===== config.mk =====
export PLATFORM = sky130hd
export DESIGN_NAME = mmio_page_ctrl
export DESIGN_NICKNAME = d
export VERILOG_FILES = /design/src/rtl/mmio_pkg.sv /design/src/rtl/mmio_decode.sv /design/src/rtl/mmio_out_regs.sv /design/src/rtl/mmio_rd_mux.sv /design/src/rtl/mmio_page_ctrl.sv
export SDC_FILE = /design/constraint.sdc
export NUM_CORES = 1
export LEC_CHECK = 0
export ABC_CLOCK_PERIOD_IN_PS = 2100
export BUFFER_PORTS_ARGS = -buffer_cell sky130_fd_sc_hd__buf_2
export CORE_AREA = 2 2 50 63
export CTS_BUF_LIST = sky130_fd_sc_hd__clkbuf_8
export DETAILED_ROUTE_END_ITERATION = 12
export DIE_AREA = 0 0 52 65
export GPL_TIMING_DRIVEN = 0
export HOLD_SLACK_MARGIN = 0.06
export PLACE_DENSITY = 0.81
export SLEW_MARGIN = 0
export SYNTH_ARGS = -nofsm -noshare
export SYNTH_HDL_FRONTEND = slang
export SYNTH_SLANG_ARGS = --single-unit

===== constraint.sdc =====
create_clock -name clk -period 2.1 [get_ports clk]
set_clock_uncertainty 0.05 [all_clocks]
set_input_delay 0.42 -clock clk [delete_from_list [all_inputs] [get_ports clk]]
set_output_delay 0.42 -clock clk [all_outputs]
set_load 0.005 [all_outputs]

===== src/rtl/mmio_pkg.sv =====
package mmio_pkg;

    // Width of the in-page offset; the page is the top 2**OFS_W addresses.
    localparam int OFS_W = 4;
    // Row index width of the framebuffer window (upper half of the page).
    localparam int ROW_W = OFS_W - 1;

    localparam logic [OFS_W-1:0] OFS_LED = 4'h0;
    localparam logic [OFS_W-1:0] OFS_SEG = 4'h1;
    localparam logic [OFS_W-1:0] OFS_SW  = 4'h3;
    localparam logic [OFS_W-1:0] OFS_BTN = 4'h4;

    typedef enum logic [2:0] {
        TGT_RAM,
        TGT_LED,
        TGT_SEG,
        TGT_SW,
        TGT_BTN,
        TGT_FB,
        TGT_NONE
    } tgt_e;

    typedef struct packed {
        logic             active;
        tgt_e             tgt;
        logic [ROW_W-1:0] row;
    } dec_t;

endpackage


===== src/rtl/mmio_decode.sv =====
module mmio_decode
    import mmio_pkg::*;
#(
    parameter int ADDR_W = 8
) (
    input  logic [ADDR_W-1:0] addr,
    input  logic              re,
    input  logic              we,
    output dec_t              dec
);

    localparam int TAG_W = ADDR_W - OFS_W;

    logic             in_page;
    logic [OFS_W-1:0] ofs;

    assign in_page = &addr[ADDR_W-1 -: TAG_W];
    assign ofs     = addr[OFS_W-1:0];

    always_comb begin
        dec.active = re | we;
        dec.row    = ofs[ROW_W-1:0];
        if (!in_page) begin
            dec.tgt = TGT_RAM;
        end else if (ofs[OFS_W-1]) begin
            dec.tgt = TGT_FB;
        end else begin
            unique case (ofs)
                OFS_LED: dec.tgt = TGT_LED;
                OFS_SEG: dec.tgt = TGT_SEG;
                OFS_SW:  dec.tgt = TGT_SW;
                OFS_BTN: dec.tgt = TGT_BTN;
                default: dec.tgt = TGT_NONE;
            endcase
        end
    end

endmodule


===== src/rtl/mmio_out_regs.sv =====
module mmio_out_regs
    import mmio_pkg::*;
#(
    parameter int DATA_W = 8
) (
    input  logic              clk,
    input  logic              rst_n,
    input  logic              wr,
    input  tgt_e              tgt,
    input  logic [DATA_W-1:0] wdata,
    output logic [DATA_W-1:0] led_q,
    output logic [DATA_W-1:0] seg_q
);

    typedef struct packed {
        logic [DATA_W-1:0] led;
        logic [DATA_W-1:0] seg;
    } regs_t;

    regs_t st_d, st_q;

    always_comb begin
        st_d = st_q;
        if (wr) begin
            case (tgt)
                TGT_LED: st_d.led = wdata;
                TGT_SEG: st_d.seg = wdata;
                default: ;
            endcase
        end
    end

    always_ff @(posedge clk or negedge rst_n) begin
        if (!rst_n) st_q <= '0;
        else        st_q <= st_d;
    end

    assign led_q = st_q.led;
    assign seg_q = st_q.seg;

endmodule


===== src/rtl/mmio_rd_mux.sv =====
module mmio_rd_mux
    import mmio_pkg::*;
#(
    parameter int DATA_W = 8
) (
    input  logic              re,
    input  tgt_e              tgt,
    input  logic [DATA_W-1:0] sw,
    input  logic              btn,
    input  logic [DATA_W-1:0] ram_d,
    input  logic [DATA_W-1:0] fb_d,
    output logic [DATA_W-1:0] rdata
);

    for (genvar b = 0; b < DATA_W; b++) begin : g_bit
        logic btn_bit;
        logic bit_o;

        if (b == 0) begin : g_btn
            assign btn_bit = btn;
        end else begin : g_zero
            assign btn_bit = 1'b0;
        end

        always_comb begin
            bit_o = 1'b0;
            if (re) begin
                case (tgt)
                    TGT_RAM: bit_o = ram_d[b];
                    TGT_SW:  bit_o = sw[b];
                    TGT_BTN: bit_o = btn_bit;
                    TGT_FB:  bit_o = fb_d[b];
                    default: bit_o = 1'b0;
                endcase
            end
        end

        assign rdata[b] = bit_o;
    end

endmodule


===== src/rtl/mmio_page_ctrl.sv =====
module mmio_page_ctrl
    import mmio_pkg::*;
#(
    parameter int ADDR_W = 8,
    parameter int DATA_W = 8
) (
    input  logic              clk,
    input  logic              rst_n,
    input  logic [ADDR_W-1:0] cpu_addr,
    input  logic [DATA_W-1:0] cpu_wdata,
    input  logic              cpu_we,
    input  logic              cpu_re,
    input  logic [DATA_W-1:0] sw_in,
    input  logic              btn_in,
    input  logic [DATA_W-1:0] ram_rdata,
    input  logic [DATA_W-1:0] fb_rdata,
    output logic [DATA_W-1:0] led_q,
    output logic [DATA_W-1:0] seg_q,
    output logic              ram_cs,
    output logic              fb_sel,
    output logic              fb_we,
    output logic [ROW_W-1:0]  fb_row,
    output logic [DATA_W-1:0] cpu_rdata
);

    dec_t dec;

    mmio_decode #(.ADDR_W(ADDR_W)) u_dec (
        .addr (cpu_addr),
        .re   (cpu_re),
        .we   (cpu_we),
        .dec  (dec)
    );

    mmio_out_regs #(.DATA_W(DATA_W)) u_regs (
        .clk   (clk),
        .rst_n (rst_n),
        .wr    (cpu_we),
        .tgt   (dec.tgt),
        .wdata (cpu_wdata),
        .led_q (led_q),
        .seg_q (seg_q)
    );

    mmio_rd_mux #(.DATA_W(DATA_W)) u_mux (
        .re    (cpu_re),
        .tgt   (dec.tgt),
        .sw    (sw_in),
        .btn   (btn_in),
        .ram_d (ram_rdata),
        .fb_d  (fb_rdata),
        .rdata (cpu_rdata)
    );

    assign ram_cs = dec.active && (dec.tgt == TGT_RAM);
    assign fb_sel = dec.active && (dec.tgt == TGT_FB);
    assign fb_we  = cpu_we && (dec.tgt == TGT_FB);
    assign fb_row = dec.row;

endmodule


==> impl_metrics.tcl, run 1 <==
set metrics [dict create \
    avgSynthCellArea_sq_um 10.2 \
    maxSlewHeadroom_pct 65.9 \
    period_minus_slack_ns 2.04 \
    grt_pass1_vias 940 \
    cp-startpoint "cpu_addr[2]" \
    numPortBuffers 74 \
    place_area_sq_um 1360 \
    crit_family "buffers and inverters" \
    final_antenna_net_count 0 \
    clockPowerShare_pct 35.9 \
    endpoint_kind "output port" \
    tightestPinTransition_ns 0.512 \
    dr.pass1.iters 4 \
    swShare_pct 22.9 \
    power_density_nw_per_um2 515 \
    intPower_uw 576 \
    remaining_drc_errors 0 \
    synthTopCellsByArea "dfrtp_1, mux2_2, buf_4" \
    crit_chain "buf_2 > nor4bb_2 > buf_4 > nand3_2 > a31oi_1 > buf_4 > buf_2" \
    pin_count 75 \
    num_rows 22 \
    syn-num-nets 137 \
    fin_tns_setup_ns 0 \
    crit_fanout 8 \
    crit_required_ns 1.63 \
    grt_max_degree 17 \
    multi_input_area_sq_um 449 \
    whs_endpoint "u_regs.seg_q[2]" \
    crit_path_top_delay_cell "nor4bb_2" \
    cts_tree "yes" \
    hp-class "in -> reg" \
    wire_per_inst_um 12.9 \
    placed_cells 202 \
    finalNetCount 217 \
    clock-sinks 16 \
    clk_pin_slew_ns 0.06 \
    routed_wl_mm 2.67 \
    outcome "finished, final reports clean" \
    critPathKind "in -> out" \
    core_sq_um 2840 \
    holdWs_ns 0.362 \
    switchingPower_uw 171 \
    r2r_slack_ns 1.28 \
    synth_seq_cells 16 \
    regArea_sq_um 400 \
    viasPerCell 4.90 \
    fillCellCount 274 \
    vdd_ir_drop_max_v 0.000457 \
    final_cells 207 \
    cap_violations 0 \
    area_growth_pct 54.3 \
    min_period_over_period_pct 97.2 \
    die-area_sq_um 3380 \
    ys.warnings.count 0 \
    gp_congestion 0.675 \
    synth_top_area_share_pct 42.6 \
    cts_inserted_buffers 3 \
    timing.fmax_mhz 490 \
    finalPower_uw 746 \
    layout-drive-gt1-share_pct 66.1 \
    worstPathArrival_ns 1.57 \
    worst-path-stages 7 \
    whs_path_depth 2 \
    final_max_slew_viol_count 0 \
    rr_startpoint "u_regs.seg_q[4]" \
    fin_area_sq_um 1450 \
    p_seq_share_pct 44.2 \
    vias 1014 \
    power_frac_comb_pct 19.9 \
    ys_seq_area_share_pct 42.6 \
    dieHeight_um 65 \
    setup_violations 0 \
    gr-total-overflow 0 \
    worstPathBufferInverterCount 4 \
    cts_root_buf "clkbuf_8" \
    die_w_um 52 \
    synthesis.area_sq_um 940 \
    htree_num_levels 1 \
    drt_iter0_markers 23 \
    clock_latency_ns 0.25 \
    cpPeakStageDelay_ns 0.27 \
    synth.distinct_cells 19 \
    clk_path_buf_depth 2 \
    netlist_instances 92 \
    grt_pass1_wl_mm 4.02 \
    antenna_found_initial 0 \
    r2r_end "u_regs.seg_q[4]" \
    worstHoldStart "cpu_wdata[2]" \
    place_hpwl_mm 2.11 \
    diodes 0 \
    start_util_pct 33.1 \
    final_hold_viol_count 0 \
    reg2regPathDepth 1 \
    critical_path.startpoint_type "input pin" \
    grt_usage_pct 15.9 \
    yosysTopAreaCell "dfrtp_1" \
    leakage_nw 0.829 \
]
cell usage in the layout (no fill, tap or decap), types with 2 or more instances in the layout:
cell,instances
mux2_2,16
nand2_1,9
nand3_1,14
dfrtp_1,16
buf_4,12
clkbuf_8,4
a31oi_1,8
buf_2,74
buf_6,2
nor2_1,3
power groups by stage:
stage / logic [mW] / clock network, mW / registers (mW)
2_1_floorplan: 0.0555 / 0 / 0.337
3_3_place_gp: 0.142 / 0 / 0.335
3_5_place_dp: 0.144 / 0 / 0.335
4_1_cts: 0.147 / 0.278 / 0.330
5_1_grt: 0.164 / 0.294 / 0.332
6_report: 0.148 / 0.268 / 0.330
layout make-up:
class | instances | share of cell area [%]
Buffer | 15 | 8.02
Clock buffer | 4 | 3.80
Multi-Input combinational cell | 60 | 31.0
Timing Repair Buffer | 75 | 26.2
Tap cell | 36 | 3.11
Inverter | 1 | 0.259
Sequential cell | 16 | 27.6
flip-flops by register name (all words and copies together) (netlist names):
signal and flops:
u_regs.seg_q 8, u_regs.led_q 8
through the flow:
step | util (%) | worst slack (ns)
4_1_cts | 50.5 | 0.0124
3_5_place_dp | 47.8 | -0.124
2_1_floorplan | - | 0.298
6_report | 51.1 | 0.0579
3_3_place_gp | 47.8 | -0.118
5_1_grt | 51.1 | -0.0235
cells by family (layout without fill, tap and decap cells):
family / after synthesis / after routing / share of synthesized area (%)
buffers and inverters: 16 / 95 / 11.1
AND/OR/NAND/NOR: 34 / 34 / 20.5
multiplexers: 16 / 16 / 19.2
flip-flops: 16 / 16 / 42.6
AO/OA/AOI/OAI: 10 / 10 / 6.66
synthesized netlist by cell type:
cell type  count
dfrtp_1       16
buf_2          2
nor3b_4        1
o21ai_0        1
buf_4         11
and3_1         1
or4_1          1
nand2_1        9
nand3_1       15
and4_1         1
nor4bb_1       1
mux2_2        16
nand4_1        1
nor2_1         3
clkbuf_1       2
a31oi_1        8
inv_1          1
a22oi_1        1
nor4b_2        1
per-layer routing:
layer / GRT usage (%) / part of all wire (%) / vias to the layer above
li1: - / - / 484
met1: 14.3 / 34 / 461
met2: 32.0 / 53 / 66
met3: 3.46 / 11 / 3
met4: 6.91 / 1.5 / 0
met5: 0 / 0 / -
what timing repair did:
action / CTS / global route
hold endpoints to repair: 16 / 0
pin swaps: 1 / 2
gates resized for setup: 5 / 5
setup endpoints to repair: 8 / 8
setup buffers: 0 / 0
hold buffers: 1 / 0
worst max path at each step:
stage,to,slack (ns)
after floorplan,cpu_rdata[3],0.30
after global placement,cpu_rdata[6],-0.12
after detailed placement,cpu_rdata[6],-0.12
after CTS,cpu_rdata[6],0.01
after global routing,cpu_rdata[6],-0.02
final,cpu_rdata[6],0.06
Note: power is estimated with default switching activity, not from simulation.
==> run 2, diff against run 1 <==
Settings changed: ABC_AREA from default to 1, CORE_AREA 2 2 50 63 to 2 2 54 69, DIE_AREA 0 0 52 65 to 0 0 56 71, PLACE_DENSITY 0.81 to 0.77.
==> run 2 against run 1 <==
Net effect: count of clock-buffer cells in the layout decreased by 1; power grew 22%; final cell count up 32%; worst setup slack lost 0.033 ns; global-route usage is 0.16 points lower; sequential power increased by 20%; flip-flop and latch count is the same; non-clock buffer count increased by 2; largest cell class unchanged.
==> impl_metrics.tcl, run 2 <==
set metrics [dict create \
    dieHeight_um 71 \
    crit_family "buffers and inverters" \
    ys.warnings.count 0 \
    viasPerCell 4.63 \
    worstPathArrival_ns 1.61 \
    place_hpwl_mm 2.29 \
    layout-drive-gt1-share_pct 54.0 \
    pin_count 75 \
    final_antenna_net_count 0 \
    crit_required_ns 1.63 \
    wire_per_inst_um 11.4 \
    fin_area_sq_um 1770 \
    synthArstFlopShare_pct 100 \
    die_w_um 56 \
    final_hold_viol_count 0 \
    min_period_over_period_pct 98.8 \
    hp-class "in -> reg" \
    layout_common_cells "buf_2, nand2_1, inv_1" \
    netlist_instances 152 \
    outcome "finished, final reports clean" \
    rsz0062_at_grt "true" \
    gp_congestion 0.756 \
    endpoint_kind "output port" \
    clockPowerShare_pct 24.6 \
    clock_latency_ns 0.25 \
    crit_path_top_delay_cell "nor2_4" \
    crit_fanout 4 \
    timing.fmax_mhz 482 \
    worstPathBufferInverterCount 7 \
    place_area_sq_um 1550 \
    finalNetCount 282 \
    synth.distinct_cells 19 \
    cts_inserted_buffers 3 \
    synth_most_common_cell "nand2_1" \
    vdd_ir_drop_max_v 0.000399 \
    dr.pass1.iters 4 \
    power_density_nw_per_um2 514 \
    diodes 0 \
    synth_common_cells "nand2_1, inv_1, dfrtp_1" \
    final_common_cell "buf_2" \
    final_max_slew_viol_count 0 \
    cts_tree "yes" \
    power_frac_comb_pct 31.7 \
    gr-total-overflow 0 \
    cts_root_buf "clkbuf_8" \
    synth_top_area_share_pct 35.3 \
    cap_violations 0 \
    clock-sinks 16 \
    cpPeakStageDelay_ns 0.15 \
    period_minus_slack_ns 2.08 \
    setup_violations 0 \
    avgSynthCellArea_sq_um 7.47 \
    final_util_pct 52.5 \
    synth_seq_cells 16 \
    fillCellCount 347 \
    critical_path.startpoint_type "input pin" \
    grt_pass1_vias 1245 \
    switchingPower_uw 261 \
    leakage_nw 1.01 \
    swShare_pct 28.8 \
    htree_num_levels 1 \
    numPortBuffers 74 \
    synthesis.area_sq_um 1130 \
    clk_pin_slew_ns 0.06 \
    p_seq_share_pct 43.7 \
    num_rows 24 \
    grt_pass1_wl_mm 5.13 \
    clk_path_buf_depth 2 \
    remaining_drc_errors 0 \
    crit_chain "buf_6 > nand2_4 > nor2_4 > clkinv_4 > nor2_4 > inv_4 > buf_4 > nand4_1 > nand3_1 > nand2_1 > inv_1 > buf_4 > buf_2" \
    start_util_pct 33.7 \
    drt_iter0_markers 46 \
    grt_max_degree 17 \
    syn-num-nets 197 \
    critPathKind "in -> out" \
    tightestPinTransition_ns 0.339 \
    intPower_uw 647 \
    synthTopCellsByArea "dfrtp_1, nand2_1, buf_4" \
    area_growth_pct 55.7 \
    vias 1268 \
    die-area_sq_um 3980 \
    synth-edff-count 0 \
    core_sq_um 3360 \
    ys_seq_area_share_pct 35.3 \
    grt_usage_pct 15.8 \
    synthFlopType "dfrtp_1" \
    yosysTopAreaCell "dfrtp_1" \
    antenna_found_initial 0 \
    maxSlewHeadroom_pct 77.4 \
    routed_wl_mm 3.12 \
]
run 2: worst reg2reg max path: cells and delay by family, from the launching register on:
family,cells,cell delay (ns)
DFF,1,0.38
AOI/OAI and AO/OA,1,0.07
and+or+nand+nor,1,0.08
run 2: cells by family after synthesis:
| family | share of synthesized area [%] |
|---|---|
| AO/OA/AOI/OAI | 12.5 |
| buffers and inverters | 17.5 |
| flip-flops | 35.3 |
| AND/OR/NAND/NOR | 34.7 |
run 2: final cells by class:
| class | count | area (sq um) | area share [%] |
|---|---|---|---|
| sequential | 16 | 400 | 22.7 |
| clock buffer | 3 | 41.3 | 2.34 |
| buffer | 7 | 60.1 | 3.40 |
| inverter | 25 | 104 | 5.88 |
| timing repair inverter | 1 | 7.51 | 0.425 |
| multi-input combinational | 98 | 573 | 32.4 |
| timing repair buffer | 85 | 532 | 30.1 |
| tap | 39 | 48.8 | 2.76 |
run 2: what timing repair did:
item                                    in CTS  in global routing
pin swaps                                    7                 26
gates resized for setup                      9                 19
endpoints found under the setup margin       9                  8
hold buffers                                 1                  0
hold endpoints to repair                    16                  0
buffers inserted                             8                  3
cloned                                       0                  1
run 2: power groups by stage:
stage / Combinational, mW / Clock [mW] / Sequential (mW)
after floorplan: 0.128 / 0 / 0.407
after CTS: 0.283 / 0.231 / 0.397
final: 0.288 / 0.223 / 0.397
after global placement: 0.267 / 0 / 0.399
after detailed placement: 0.273 / 0 / 0.400
after global routing: 0.324 / 0.242 / 0.404
run 2: per-stage QoR:
stage                     std cells  setup slack (ns)  power (mW)    TNS, ns  hold WS (ns)
after global placement          265            -0.180       0.666      -1.01         0.296
after floorplan                 152             0.210       0.535          0        0.0744
after global routing            274           -0.0541       0.970     -0.173         0.392
final                           274            0.0248       0.908          0         0.384
after CTS                       277         -0.000405       0.911  -0.000405         0.380
after detailed placement        265            -0.181       0.673      -1.07         0.301
run 2: final timing paths:
check                      slack (ns)  depth (start not counted)            start               to
setup / recovery                 0.02                         13      cpu_addr[4]     cpu_rdata[0]
hold / removal                   0.38                          3     cpu_wdata[7]  u_regs.led_q[7]
setup reg to reg                 1.41                          2  u_regs.seg_q[2]  u_regs.seg_q[2]
hold reg to reg                  0.43                          2  u_regs.led_q[7]  u_regs.led_q[7]
max in group asynchronous        1.20                          2            rst_n  u_regs.led_q[3]
min in group asynchronous        0.55                          2            rst_n  u_regs.led_q[6]
run 2: per-layer routing:
layer | track usage, % | vias to the layer above | routed length [um]
met5 | 0 | - | 0
li1 | - | 636 | -
met1 | 16.8 | 568 | 1130
met4 | 5.82 | 0 | 65
met3 | 2.38 | 6 | 247
met2 | 30.7 | 58 | 1680
==> run 3, diff against run 2 <==
==> constraint.sdc (replaced) <==
create_clock -name clk -period 2.1 [get_ports clk]
set_clock_uncertainty 0.05 [all_clocks]
set_input_delay 0.105 -clock clk [delete_from_list [all_inputs] [get_ports clk]]
set_output_delay 0.105 -clock clk [all_outputs]
set_load 0.005 [all_outputs]
==> run 3 against run 2 <==
Net effect: combinational power down 6.9%; critical endpoint is now cpu_rdata[6]; first-iteration DRC count up 43%; fmax up 28%; largest cell class is now multi-input combinational cells.
==> impl_metrics.tcl, run 3 (synthesized netlist as in run 2, its figures left out) <==
set metrics [dict create \
    outcome "finished, final reports clean" \
    holdWs_ns 0.0673 \
    crit_path_frequent_cell "nor2_1" \
    area_growth_pct 41.5 \
    power_density_nw_per_um2 553 \
    numPortBuffers 74 \
    remaining_drc_errors 0 \
    hp-class "in -> reg" \
    num_rows 24 \
    period_minus_slack_ns 1.62 \
    whs_path_depth 3 \
    dieHeight_um 71 \
    setup_violations 0 \
    grt_pass1_vias 1127 \
    timing.fmax_mhz 616 \
    final_util_pct 47.7 \
    rsz0062_at_grt "false" \
    wire_per_inst_um 10.3 \
    layout-drive-gt1-share_pct 48.7 \
    final_hold_viol_count 0 \
    grt_max_degree 17 \
    gr-total-overflow 0 \
    finalNetCount 277 \
    htree_num_levels 1 \
    cap_violations 0 \
    endpoint_kind "output port" \
    core_sq_um 3360 \
    start_util_pct 33.7 \
    fin_tns_setup_ns 0 \
    drt_iter0_markers 66 \
    pin_count 75 \
    cts_inserted_buffers 3 \
    maxSlewHeadroom_pct 77.3 \
    fillCellCount 364 \
    vias 1196 \
    grt_pass1_wl_mm 4.79 \
    viasPerCell 4.45 \
    place_hpwl_mm 2.29 \
    clk_path_buf_depth 2 \
    tightestPinTransition_ns 0.340 \
    min_period_over_period_pct 77.3 \
    critical_path.startpoint_type "input pin" \
    final_cells 269 \
    crit_required_ns 1.95 \
    die_w_um 56 \
    gp_congestion 0.756 \
    cts_root_buf "clkbuf_8" \
    antenna_found_initial 0 \
    die-area_sq_um 3980 \
    clock-sinks 16 \
    clk_pin_slew_ns 0.06 \
    crit_chain "buf_2 > nand2_1 > nor2_4 > inv_2 > a21oi_4 > nand3_1 > nor2_1 > nor2_1 > nor2_1 > buf_4 > buf_2" \
    leakage_nw 0.961 \
    layout_common_cells "buf_2, nand2_1, inv_1" \
    grt_usage_pct 14.7 \
    cpPeakStageDelay_ns 0.27 \
    final_max_slew_viol_count 0 \
    r2r_slack_ns 1.41 \
    vdd_ir_drop_max_v 0.000398 \
    diodes 0 \
    worstPathArrival_ns 1.47 \
    dr.pass1.iters 4 \
    clock_latency_ns 0.25 \
    routed_wl_mm 2.78 \
    crit_fanout 10 \
    placed_cells 265 \
    reg2regPathDepth 2 \
    final_antenna_net_count 0 \
    critPathKind "in -> out" \
    final_common_cell "buf_2" \
    cts_tree "yes" \
    crit_path_top_delay_cell "a21oi_4" \
]
run 3: changes by cell type in the layout (fill, tap and decap cells not counted), moves of 2 or more:
cell	before	now
buf_2	65	74
buf_6	13	2
inv_2	1	3
inv_4	2	0
nand2_1	40	46
nand2_2	7	2
nand3_1	5	7
nand3_2	3	1
run 3: path summary, 6_finish.rpt:
path | startpoint | to
max reg2reg | u_regs.seg_q[2] | u_regs.seg_q[2]
max in group asynchronous | rst_n | u_regs.led_q[3]
max | cpu_addr[4] | cpu_rdata[6]
min in group asynchronous | rst_n | u_regs.led_q[6]
min reg2reg | u_regs.led_q[7] | u_regs.led_q[7]
min | cpu_wdata[7] | u_regs.led_q[7]
run 3: final cells by class:
cell class | count | area (sq um) | area share [%]
clock buffer | 3 | 41.3 | 2.57
tap | 39 | 48.8 | 3.04
buffer | 13 | 105 | 6.55
sequential | 16 | 400 | 24.9
timing repair buffer | 75 | 380 | 23.7
inverter | 25 | 93.8 | 5.85
multi-input combinational | 98 | 536 | 33.4
run 3: what timing repair did:
action | 4_1_cts | 5_1_grt
setup buffers | 0 | 0
hold endpoints to repair | 16 | 0
hold buffers | 1 | 0
resized for setup | 0 | 0
run 3: per-layer routing:
layer	vias to the layer above	track usage (%)	routed length, um
met1	516	17.2	1060
met3	2	2.38	254
li1	624	-	-
met2	54	26.9	1430
met4	0	4.76	31
met5	-	0	0
run 3: critical path, delay by kind of cell:
kind	cells	cell delay [ns]
AND/OR/NAND/NOR	6	0.68
AO/OA/AOI/OAI	1	0.27
buffers and inverters	4	0.42
run 3: metrics by stage:
| stage | setup WS (ns) | cell area, sq um | power (mW) |
|---|---|---|---|
| global placement | 0.450 | 1550 | 0.666 |
| global route | 0.282 | 1610 | 0.950 |
| finish | 0.476 | 1610 | 0.888 |
| CTS | 0.429 | 1610 | 0.901 |
| detailed placement | 0.449 | 1550 | 0.673 |
| floorplan | 0.840 | 1130 | 0.535 |
run 3: where the power goes:
part	leakage, nW	total (mW)	switching (mW)	internal (mW)
Clock	0.0216	0.223	0.0961	0.127
Sequential	0.209	0.397	0.0304	0.366
Combinational	0.730	0.268	0.126	0.142
